==> src/rtl/gpio_mask_pkg.sv <==
package gpio_mask_pkg;

  // Word indexes (byte offset / 4) of the register windows
  localparam int unsigned WIDX_SET_OUT = 0;
  localparam int unsigned WIDX_SET_IN  = 1;
  localparam int unsigned WIDX_OUT_LO  = 2;
  localparam int unsigned WIDX_OUT_HI  = 3;
  localparam int unsigned WIDX_PIN     = 4;

  // Strobes from decode to datapath, at most one active per cycle
  typedef struct packed {
    logic setOut;
    logic setIn;
    logic wrLow;
    logic wrHigh;
  } gpioStrobe_t;

  typedef enum logic [2:0] {
    RD_NONE,
    RD_DIR,
    RD_OUT_LO,
    RD_OUT_HI,
    RD_PIN
  } gpioRdSel_t;

endpackage

==> src/rtl/gpio_mask_ctrl.sv <==
module gpio_mask_ctrl
  import gpio_mask_pkg::*;
#(
  parameter int ADDR_W = 8
) (
  input  logic              clk,
  input  logic              rstN,
  input  logic              busSel,
  input  logic              busWr,
  input  logic [ADDR_W-1:0] busAddr,
  output gpioStrobe_t       strobe,
  output gpioRdSel_t        rdSel
);

  localparam int WORD_W = ADDR_W - 2;

  logic [WORD_W-1:0] wordIdx;
  logic wrEn;
  logic rdEn;

  assign wordIdx = busAddr[ADDR_W-1:2];
  assign wrEn    = busSel && busWr;
  assign rdEn    = busSel && !busWr;

  always_comb begin
    strobe = '0;
    if (wrEn) begin
      case (wordIdx)
        WORD_W'(WIDX_SET_OUT): strobe.setOut = 1'b1;
        WORD_W'(WIDX_SET_IN):  strobe.setIn  = 1'b1;
        WORD_W'(WIDX_OUT_LO):  strobe.wrLow  = 1'b1;
        WORD_W'(WIDX_OUT_HI):  strobe.wrHigh = 1'b1;
        default:               strobe = '0;
      endcase
    end
  end

  always_comb begin
    rdSel = RD_NONE;
    if (rdEn) begin
      case (wordIdx)
        WORD_W'(WIDX_SET_OUT),
        WORD_W'(WIDX_SET_IN):  rdSel = RD_DIR;
        WORD_W'(WIDX_OUT_LO):  rdSel = RD_OUT_LO;
        WORD_W'(WIDX_OUT_HI):  rdSel = RD_OUT_HI;
        WORD_W'(WIDX_PIN):     rdSel = RD_PIN;
        default:               rdSel = RD_NONE;
      endcase
    end
  end

  p_one_strobe_r11: assert property (@(posedge clk) disable iff (!rstN)
    $onehot0(strobe));

  p_read_quiet_r11: assert property (@(posedge clk) disable iff (!rstN)
    !busWr |-> (strobe == '0));

  p_idle_no_read_r10: assert property (@(posedge clk) disable iff (!rstN)
    !busSel |-> (rdSel == RD_NONE));

endmodule

==> src/rtl/gpio_mask_datapath.sv <==
module gpio_mask_datapath
  import gpio_mask_pkg::*;
#(
  parameter int DATA_W      = 32,
  parameter int SYNC_STAGES = 2
) (
  input  logic              clk,
  input  logic              rstN,
  input  gpioStrobe_t       strobe,
  input  logic [DATA_W-1:0] wdata,
  input  gpioRdSel_t        rdSel,
  input  logic [DATA_W-1:0] padIn,
  output logic [DATA_W-1:0] dirQ,
  output logic [DATA_W-1:0] outQ,
  output logic [DATA_W-1:0] rdata
);

  localparam int HALF = DATA_W / 2;

  logic [HALF-1:0] wrMask;
  logic [HALF-1:0] wrVal;
  logic [DATA_W-1:0] syncQ [SYNC_STAGES];
  logic [DATA_W-1:0] pinLevel;

  assign wrMask = wdata[DATA_W-1:HALF];
  assign wrVal  = wdata[HALF-1:0];

  // Direction: set-only and clear-only windows
  always_ff @(posedge clk or negedge rstN) begin
    if (!rstN) begin
      dirQ <= '0;
    end else if (strobe.setOut) begin
      dirQ <= dirQ | wdata;
    end else if (strobe.setIn) begin
      dirQ <= dirQ & ~wdata;
    end
  end

  // Output latches, one masked half per window
  always_ff @(posedge clk or negedge rstN) begin
    if (!rstN) begin
      outQ <= '0;
    end else begin
      if (strobe.wrLow) begin
        outQ[HALF-1:0] <= (outQ[HALF-1:0] & ~wrMask) | (wrVal & wrMask);
      end
      if (strobe.wrHigh) begin
        outQ[DATA_W-1:HALF] <= (outQ[DATA_W-1:HALF] & ~wrMask) | (wrVal & wrMask);
      end
    end
  end

  // Input synchronizer chain
  for (genvar g = 0; g < SYNC_STAGES; g++) begin : g_sync
    if (g == 0) begin : g_first
      always_ff @(posedge clk or negedge rstN) begin
        if (!rstN) syncQ[g] <= '0;
        else       syncQ[g] <= padIn;
      end
    end else begin : g_rest
      always_ff @(posedge clk or negedge rstN) begin
        if (!rstN) syncQ[g] <= '0;
        else       syncQ[g] <= syncQ[g-1];
      end
    end
  end

  assign pinLevel = syncQ[SYNC_STAGES-1];

  always_comb begin
    case (rdSel)
      RD_DIR:    rdata = dirQ;
      RD_OUT_LO: rdata = {{HALF{1'b0}}, outQ[HALF-1:0]};
      RD_OUT_HI: rdata = {{HALF{1'b0}}, outQ[DATA_W-1:HALF]};
      RD_PIN:    rdata = pinLevel;
      default:   rdata = '0;
    endcase
  end

  p_set_out_r1: assert property (@(posedge clk) disable iff (!rstN)
    strobe.setOut |=> ((dirQ & $past(wdata)) == $past(wdata))
                   && ((dirQ & ~$past(wdata)) == ($past(dirQ) & ~$past(wdata))));

  p_set_in_r2: assert property (@(posedge clk) disable iff (!rstN)
    strobe.setIn |=> ((dirQ & $past(wdata)) == '0)
                  && ((dirQ & ~$past(wdata)) == ($past(dirQ) & ~$past(wdata))));

  p_low_mask_r5: assert property (@(posedge clk) disable iff (!rstN)
    strobe.wrLow |=> (((outQ[HALF-1:0] ^ $past(outQ[HALF-1:0])) & ~$past(wrMask)) == '0)
                  && (outQ[DATA_W-1:HALF] == $past(outQ[DATA_W-1:HALF])));

  p_high_mask_r5: assert property (@(posedge clk) disable iff (!rstN)
    strobe.wrHigh |=> (((outQ[DATA_W-1:HALF] ^ $past(outQ[DATA_W-1:HALF])) & ~$past(wrMask)) == '0)
                   && (outQ[HALF-1:0] == $past(outQ[HALF-1:0])));

  p_latch_hold_r6: assert property (@(posedge clk) disable iff (!rstN)
    !(strobe.wrLow || strobe.wrHigh) |=> $stable(outQ));

  p_dir_hold_r11: assert property (@(posedge clk) disable iff (!rstN)
    !(strobe.setOut || strobe.setIn) |=> $stable(dirQ));

  p_sync_first_r7: assert property (@(posedge clk) disable iff (!rstN)
    $past(rstN) |-> (syncQ[0] == $past(padIn)));

endmodule

==> src/rtl/gpio_mask_port.sv <==
module gpio_mask_port
  import gpio_mask_pkg::*;
#(
  parameter int DATA_W      = 32,
  parameter int ADDR_W      = 8,
  parameter int SYNC_STAGES = 2
) (
  input  logic              clk,
  input  logic              rstN,
  input  logic              busSel,
  input  logic              busWr,
  input  logic [ADDR_W-1:0] busAddr,
  input  logic [DATA_W-1:0] busWdata,
  output logic [DATA_W-1:0] busRdata,
  input  logic [DATA_W-1:0] padIn,
  output logic [DATA_W-1:0] padOe,
  output logic [DATA_W-1:0] padOut
);

  gpioStrobe_t strobe;
  gpioRdSel_t  rdSel;

  gpio_mask_ctrl #(.ADDR_W(ADDR_W)) i_ctrl (
    .clk     (clk),
    .rstN    (rstN),
    .busSel  (busSel),
    .busWr   (busWr),
    .busAddr (busAddr),
    .strobe  (strobe),
    .rdSel   (rdSel)
  );

  gpio_mask_datapath #(.DATA_W(DATA_W), .SYNC_STAGES(SYNC_STAGES)) i_dp (
    .clk   (clk),
    .rstN  (rstN),
    .strobe(strobe),
    .wdata (busWdata),
    .rdSel (rdSel),
    .padIn (padIn),
    .dirQ  (padOe),
    .outQ  (padOut),
    .rdata (busRdata)
  );

  p_reset_r8: assert property (@(posedge clk) $fell(rstN) |=> (padOe == '0) && (padOut == '0));

endmodule

==> config.mk <==
export PLATFORM = sky130hd
export DESIGN_NAME = gpio_mask_port
export DESIGN_NICKNAME = d
export VERILOG_FILES = /design/src/rtl/gpio_mask_pkg.sv /design/src/rtl/gpio_mask_ctrl.sv /design/src/rtl/gpio_mask_datapath.sv /design/src/rtl/gpio_mask_port.sv
export SDC_FILE = /design/constraint.sdc
export NUM_CORES = 1
export LEC_CHECK = 0
export BUFFER_PORTS_ARGS = -buffer_cell sky130_fd_sc_hd__buf_4
export CAP_MARGIN = 10
export CELL_PAD_IN_SITES_DETAIL_PLACEMENT = 2
export CELL_PAD_IN_SITES_GLOBAL_PLACEMENT = 2
export CORE_MARGIN = 4
export CORE_UTILIZATION = 29
export DETAILED_ROUTE_END_ITERATION = 8
export GPL_ROUTABILITY_DRIVEN = 0
export GPL_TIMING_DRIVEN = 0
export PLACE_DENSITY_LB_ADDON = 0.1
export RECOVER_POWER = 100
export SLEW_MARGIN = 20
export SYNTH_ARGS = -nofsm -noshare
export SYNTH_HDL_FRONTEND = slang
export SYNTH_SLANG_ARGS = --single-unit
==> constraint.sdc <==
create_clock -name clk -period 0.9 [get_ports clk]
set_input_delay 0.045 -clock clk [delete_from_list [all_inputs] [get_ports clk]]
set_output_delay 0.045 -clock clk [all_outputs]
set_load 0.02 [all_outputs]
# == Word level (Yosys, flattened, before mapping) ==
# Cells that the tools add are included.
# totals
regBits,128
out_inout_bits,96
# classes
n_eq_ne,8
muxes,10
n_bitwise,9
n_reduce_logical,6
# ops
operator,count
$pmux 32 s4,1
$mux 32,2
$and 16x16->16,3
$and 32x32->32,1
$not 32->32,1
$or 16x16->16,2
$or 32x32->32,1
$not 16->16,1
$eq 6x2->1 const B,2
$pmux 3 s4,1
$eq 3x2->1 const B,2
$eq 6x1->1 const B,1
$eq 6x3->1 const B,1
$logic_not 6->1,1
$mux 1,4
$mux 4,1
$eq 3x1->1 const B,1
$eq 3x3->1 const B,1
$mux 3,1
$logic_and 1x1->1,2
$reduce_bool 2->1,1
$reduce_or 2->1,1
$logic_not 1->1,1

# == Logic depth before layout (Yosys ltp) ==
# depth
ltp_word,6
mapped_depth,6

# == By module ==
# Synthesis repeated with hierarchy kept, for this count alone.
# unflattened
cells_unflattened,414
area_unflattened_um2,5350.1
# by_module_without_submodules
module,n_inst,cells_per_inst,area_each_um2,seq_area_each_um2
gpio_mask_datapath,1,401,5246.3,3203.1
gpio_mask_ctrl,1,13,103.8,0.0

# == Worst setup path before layout ==
# No wires, ideal clock.
# synth_path
path_type,input port to output port
from,input busAddr[4]
to,output busRdata[16]
arrival_ns,1.200
t_required_ns,0.855
slack_ns,-0.345
path_stages,6
path_buffers,3
path_cell_list,buf_2 -> nor2_1 -> buf_2 -> clkbuf_1 -> a22oi_1 -> nor2_1
# synth_between
elab_chain_cells,6
word_cells_on_any_way,13
classes_between,8 x eq/ne; 3 x mux; 2 x reduce/logical
# synth_rtl
item,line,source
start: declaration,gpio_mask_port.sv:12,"input logic [ADDR_W-1:0] busAddr,"
$eq 6x1->1 or $logic_not 6->1 (tied branches),gpio_mask_ctrl.sv:41,case (wordIdx)
$reduce_or 2->1,gpio_mask_ctrl.sv:41,
$pmux 3 s4 (*),gpio_mask_ctrl.sv:41,
$mux 3 (*),gpio_mask_ctrl.sv:40,if (rdEn) begin
$eq 3x3->1 (tied with other cells),gpio_mask_datapath.sv:71,case (rdSel)
$pmux 32 s4 (*),gpio_mask_datapath.sv:71,
end: declaration,gpio_mask_port.sv:14,"output logic [DATA_W-1:0] busRdata,"
# Mark *: on every way between the ends. The rest lies on a longest branch, timed or not.

==> flow_summary.html <==
<table>
<tr><th>Metric</th><th>Value</th></tr>
<tr><th colspan="2">Critical path</th></tr>
<tr><td>Type of origin of the critical path</td><td>flip-flop</td></tr>
<tr><td>Data arrival time of the critical path</td><td>~1.6 ns</td></tr>
<tr><td>Reg2reg setup slack</td><td>-0.26 ns</td></tr>
<tr><td>Endpoint required time on the critical path</td><td>0.85 ns</td></tr>
<tr><td>Buffers &amp; Inverters on Critical Path</td><td>1</td></tr>
<tr><td>Cell breakdown of the critical path</td><td>mux2i_2 &gt; nor2_1 &gt; o21a_4 &gt; buf_6</td></tr>
<tr><td>Maximum single-stage delay on the critical path</td><td>about 0.41 ns</td></tr>
<tr><td>Worst-path maximum fanout</td><td>2</td></tr>
<tr><td>Kind of capture point of the worst setup path</td><td>output pin</td></tr>
<tr><td>Crit Path Category</td><td>reg -&gt; out</td></tr>
<tr><td>R2R depth</td><td>4</td></tr>
<tr><td>Cell class contributing the biggest share of worst-path delay</td><td>flip-flops</td></tr>
<tr><td>Crit path max-delay cell type</td><td>dfrtp_1</td></tr>
<tr><th colspan="2">Clock network</th></tr>
<tr><td>Clk pin slew, worst setup/hold paths</td><td>0.06 ns</td></tr>
<tr><td>TritonCTS clock tree</td><td>done</td></tr>
<tr><td>Clock buffer depth</td><td>2</td></tr>
<tr><td>Clock buffers created by TritonCTS</td><td>17</td></tr>
<tr><td>Count of clock tree sinks</td><td>128</td></tr>
<tr><td>H-Tree Depth</td><td>4</td></tr>
<tr><td>Root cell of the clock tree</td><td>clkbuf_16</td></tr>
<tr><td>Clock insertion delay at the later pin of the skew report</td><td>between 0.4 and 0.5 ns</td></tr>
<tr><th colspan="2">Cells and area</th></tr>
<tr><td>Fin util</td><td>0.567</td></tr>
<tr><td>Proportion of layout cells with a drive suffix above 1</td><td>0.551</td></tr>
<tr><td>Area Overhead vs Synth</td><td>92.4%</td></tr>
<tr><td>Layout Nets</td><td>between 900 and 1000</td></tr>
<tr><th colspan="2">Logic synthesis</th></tr>
<tr><td>Sequential area share after synthesis</td><td>0.581</td></tr>
<tr><td>Netlist area before placement</td><td>approximately 0.0055 mm²</td></tr>
<tr><td>Most area-hungry cell type in the Yosys netlist</td><td>dfrtp_1</td></tr>
<tr><td>Leading cell types by total area after synthesis</td><td>dfrtp_1 (58%), mux2i_1 (8.7%), nand4_1 (5.4%)</td></tr>
<tr><td>Net count after synthesis</td><td>540</td></tr>
<tr><td>Synthesis-stage register bit count</td><td>128</td></tr>
<tr><td>Number of cells produced by synthesis</td><td>464</td></tr>
<tr><td>Area share of the largest cell type after synthesis</td><td>0.581</td></tr>
<tr><td>Count of warnings emitted by yosys</td><td>0</td></tr>
<tr><td>Syn_area_per_cell</td><td>roughly 12 µm²</td></tr>
<tr><td>Distinct cell type count after synthesis</td><td>24</td></tr>
<tr><th colspan="2">Die</th></tr>
<tr><td>Die outline area</td><td>approximately 0.021 mm²</td></tr>
<tr><td>Number of top-level design ports</td><td>172</td></tr>
<tr><td>Floorplan Core Area</td><td>around 0.019 mm²</td></tr>
<tr><td>Placement row count</td><td>50</td></tr>
<tr><td>Initial standard-cell utilization of the core</td><td>0.295</td></tr>
<tr><td>DIE HEIGHT</td><td>about 150 µm</td></tr>
<tr><td>Die X</td><td>about 150 µm</td></tr>
<tr><th colspan="2">STA</th></tr>
<tr><td>Slew Viols, Final</td><td>0</td></tr>
<tr><td>Setup repair after global routing missed its margin</td><td>true</td></tr>
<tr><td>Post-route clock period utilization</td><td>1.78</td></tr>
<tr><td>Final hold slack</td><td>-0.299 ns</td></tr>
<tr><td>Clk_skew</td><td>approximately 0.0066 ns</td></tr>
<tr><td>Fmax</td><td>624 MHz</td></tr>
<tr><td>Slew @ Worst Pin</td><td>0.796 ns</td></tr>
<tr><td>Final-report setup violation count</td><td>160</td></tr>
<tr><td>Minimum setup slack in the final design</td><td>-0.703 ns</td></tr>
<tr><td>Hold Violations, Final</td><td>51</td></tr>
<tr><td>Shortest period the worst path allows</td><td>around 1.6 ns</td></tr>
<tr><td>Relative slew slack</td><td>0.469</td></tr>
<tr><th colspan="2">Pwr</th></tr>
<tr><td>Power Internal</td><td>~0.012 W</td></tr>
<tr><td>Reported net switching power</td><td>approximately 0.0047 W</td></tr>
<tr><td>Proportion of power drawn by combinational gates</td><td>0.195</td></tr>
<tr><td>Fraction of power spent switching nets</td><td>0.290</td></tr>
<tr><td>Leak pwr</td><td>between 5 and 6 nW</td></tr>
<tr><td>Total power divided by cell area</td><td>about 1500 mW/mm²</td></tr>
<tr><td>Register share of total power</td><td>0.390</td></tr>
<tr><td>Maximum ir drop on the vdd rail</td><td>between 1 and 1.5 mV</td></tr>
<tr><td>Clock network power share</td><td>0.416</td></tr>
<tr><th colspan="2">Placement</th></tr>
<tr><td>Count of buffers from port buffering</td><td>between 150 and 200</td></tr>
<tr><td>Post-placement worst setup slack</td><td>-0.714 ns</td></tr>
<tr><td>Post-detailed-placement half-perimeter wirelength</td><td>approximately 15000 µm</td></tr>
<tr><th colspan="2">GRT</th></tr>
<tr><td>Number of global-route vias before repair</td><td>just over 6000</td></tr>
<tr><td>Global routing usage summed across all routing layers</td><td>0.248</td></tr>
<tr><td>Pin count of the biggest net entering global routing</td><td>about 80</td></tr>
<tr><td>Wire length of the first global-routing pass</td><td>slightly below 40000 µm</td></tr>
<tr><td>Remaining Overflow, GRT</td><td>0</td></tr>
<tr><td>Initial antenna violation count</td><td>1</td></tr>
<tr><th colspan="2">Drt</th></tr>
<tr><td>TritonRoute pass-1 iters</td><td>4</td></tr>
<tr><td>Routed wire length</td><td>30100 µm</td></tr>
<tr><td>Detailed-route wire length per cell</td><td>between 20 and 30 µm</td></tr>
<tr><td>Via total after detailed routing</td><td>about 5500</td></tr>
<tr><td>Avg Vias per Cell</td><td>between 5 and 6</td></tr>
<tr><td>DRC viols</td><td>0</td></tr>
<tr><td>Detailed router's first-iteration violation count</td><td>302</td></tr>
<tr><td>Number of nets still failing antenna checks after routing</td><td>0</td></tr>
<tr><th colspan="2">Job</th></tr>
<tr><td>Reported max-cap violation count</td><td>0</td></tr>
<tr><th colspan="2">Status</th></tr>
<tr><td>Status</td><td>complete, but fails checks</td></tr>
<tr><td>Violations in the final reports</td><td>negative hold slack, negative setup slack</td></tr>
<tr><th colspan="2">Hold path</th></tr>
<tr><td>Type of the most critical hold path</td><td>in -&gt; async</td></tr>
</table>
[area by class of cell]
class                           instances  area (µm²)
Fill cell                            1744        8090
Timing Repair Buffer                  345        3510
Sequential cell                       128        3220
Multi-Input combinational cell        264        2560
Clock buffer                           21         460
Buffer                                 37         359
Tap cell                              234         293
Inverter                               32         120
Clock inverter                         11        90.1
Antenna cell                            1        2.50
[worst register-to-register path: stages (launching register included)]
cell and delay (ns):
dfrtp_1 0.42, buf_6 0.14, buf_6 0.11, buf_4 0.12
mux2_2 0.25
[through the flow]
stage          total power (W)  instances  TNS, ns  cell area [µm²]
2_1_floorplan          0.00724        464   -14.61             5870
3_3_place_gp           0.00826        866  -137.68             7430
3_5_place_dp           0.00836        867   -54.63             7460
4_1_cts                 0.0159       1041   -39.08            10200
5_1_grt                 0.0169       1073   -53.94            10600
6_report                0.0164       1073   -47.17            10600
[cells by family (layout without fill, tap and decap cells)]
kind of cell | Yosys count | after routing | synth area share
flip-flops | 128 | 128 | 0.581
multiplexers | 80 | 80 | 0.152
AO/OA/AOI/OAI | 48 | 48 | 0.0581
buffers and inverters | 72 | 446 | 0.0619
other | 0 | 1 | 0
AND/OR/NAND/NOR | 136 | 136 | 0.147
[routing by layer]
| layer | wire length (µm) | GRT usage | share of wire |
|---|---|---|---|
| met4 | 923 | 0.0651 | 0.031 |
| met3 | 1050 | 0.0442 | 0.035 |
| met1 | 11800 | 0.303 | 0.39 |
| met5 | 0 | 0 | 0 |
| met2 | 16300 | 0.450 | 0.54 |
[worst max-delay path by stage]
| stage | slack, ns | depth (start not counted) | start | to |
|---|---|---|---|---|
| 6_report | -0.70 | 4 | flip-flop | busRdata[12] |
| 5_1_grt | -0.71 | 4 | flip-flop | busRdata[12] |
| 4_1_cts | -0.64 | 4 | flip-flop | busRdata[13] |
| 3_5_place_dp | -0.71 | 6 | busAddr[3] | flip-flop |
| 3_3_place_gp | -0.80 | 1 | rstN | asynchronous set/reset pin |
| 2_1_floorplan | -0.25 | 5 | busAddr[6] | flip-flop |
[repair_timing]
item | 4_1_cts | 5_1_grt
hold buffers | 63 | 1
endpoints found under the hold margin | 149 | 54
buffers inserted | 72 | 54
cloned | 8 | 0
setup endpoints to repair | 157 | 160
gates resized for setup | 228 | 89
pin swaps | 73 | 37
[cell usage in the layout, fill, tap and decap left out, types with 2 or more instances in the layout]
cell type,instances
nand3b_1,16
mux2_4,17
dlygate4sd3_1,64
o21a_4,16
nor2_4,17
nand2b_1,16
nand3_4,7
clkbuf_4,33
buf_2,2
nor2_1,14
a22oi_2,16
clkbuf_16,20
nor2_2,2
buf_8,9
inv_1,32
buf_4,75
nand3_1,2
nand4_1,48
mux2_2,12
buf_6,172
dfrtp_2,11
a21oi_2,4
buf_12,10
mux2i_1,41
clkbuf_2,7
a21oi_1,12
dfrtp_1,117
clkinv_2,7
mux2_1,3
clkbuf_8,2
nand3_2,7
mux2i_2,6
clkinv_4,2
clkbuf_1,9
nor3b_4,2
[synth_stat cells (all sizes together)]
cell type,instances
o21a,16
nor4b,1
dfrtp,128
or2b,1
and4b,1
nor3b,2
mux2i,48
nand3,16
nand4,48
a21oi,16
nand2b,17
clkbuf,18
nor2,33
inv,32
mux2,32
a22oi,16
nand3b,16
nor2b,1
buf,22
[power by group through the flow]
| stage | logic, W | clock network [W] | registers [W] |
|---|---|---|---|
| floorplan | 0.000654 | 0 | 0.00659 |
| global placement | 0.00183 | 0 | 0.00642 |
| global route | 0.00335 | 0.00719 | 0.00640 |
| finish | 0.00319 | 0.00681 | 0.00637 |
| CTS | 0.00287 | 0.00664 | 0.00634 |
| detailed placement | 0.00192 | 0 | 0.00644 |
Note: power is estimated with default switching activity, not from simulation.
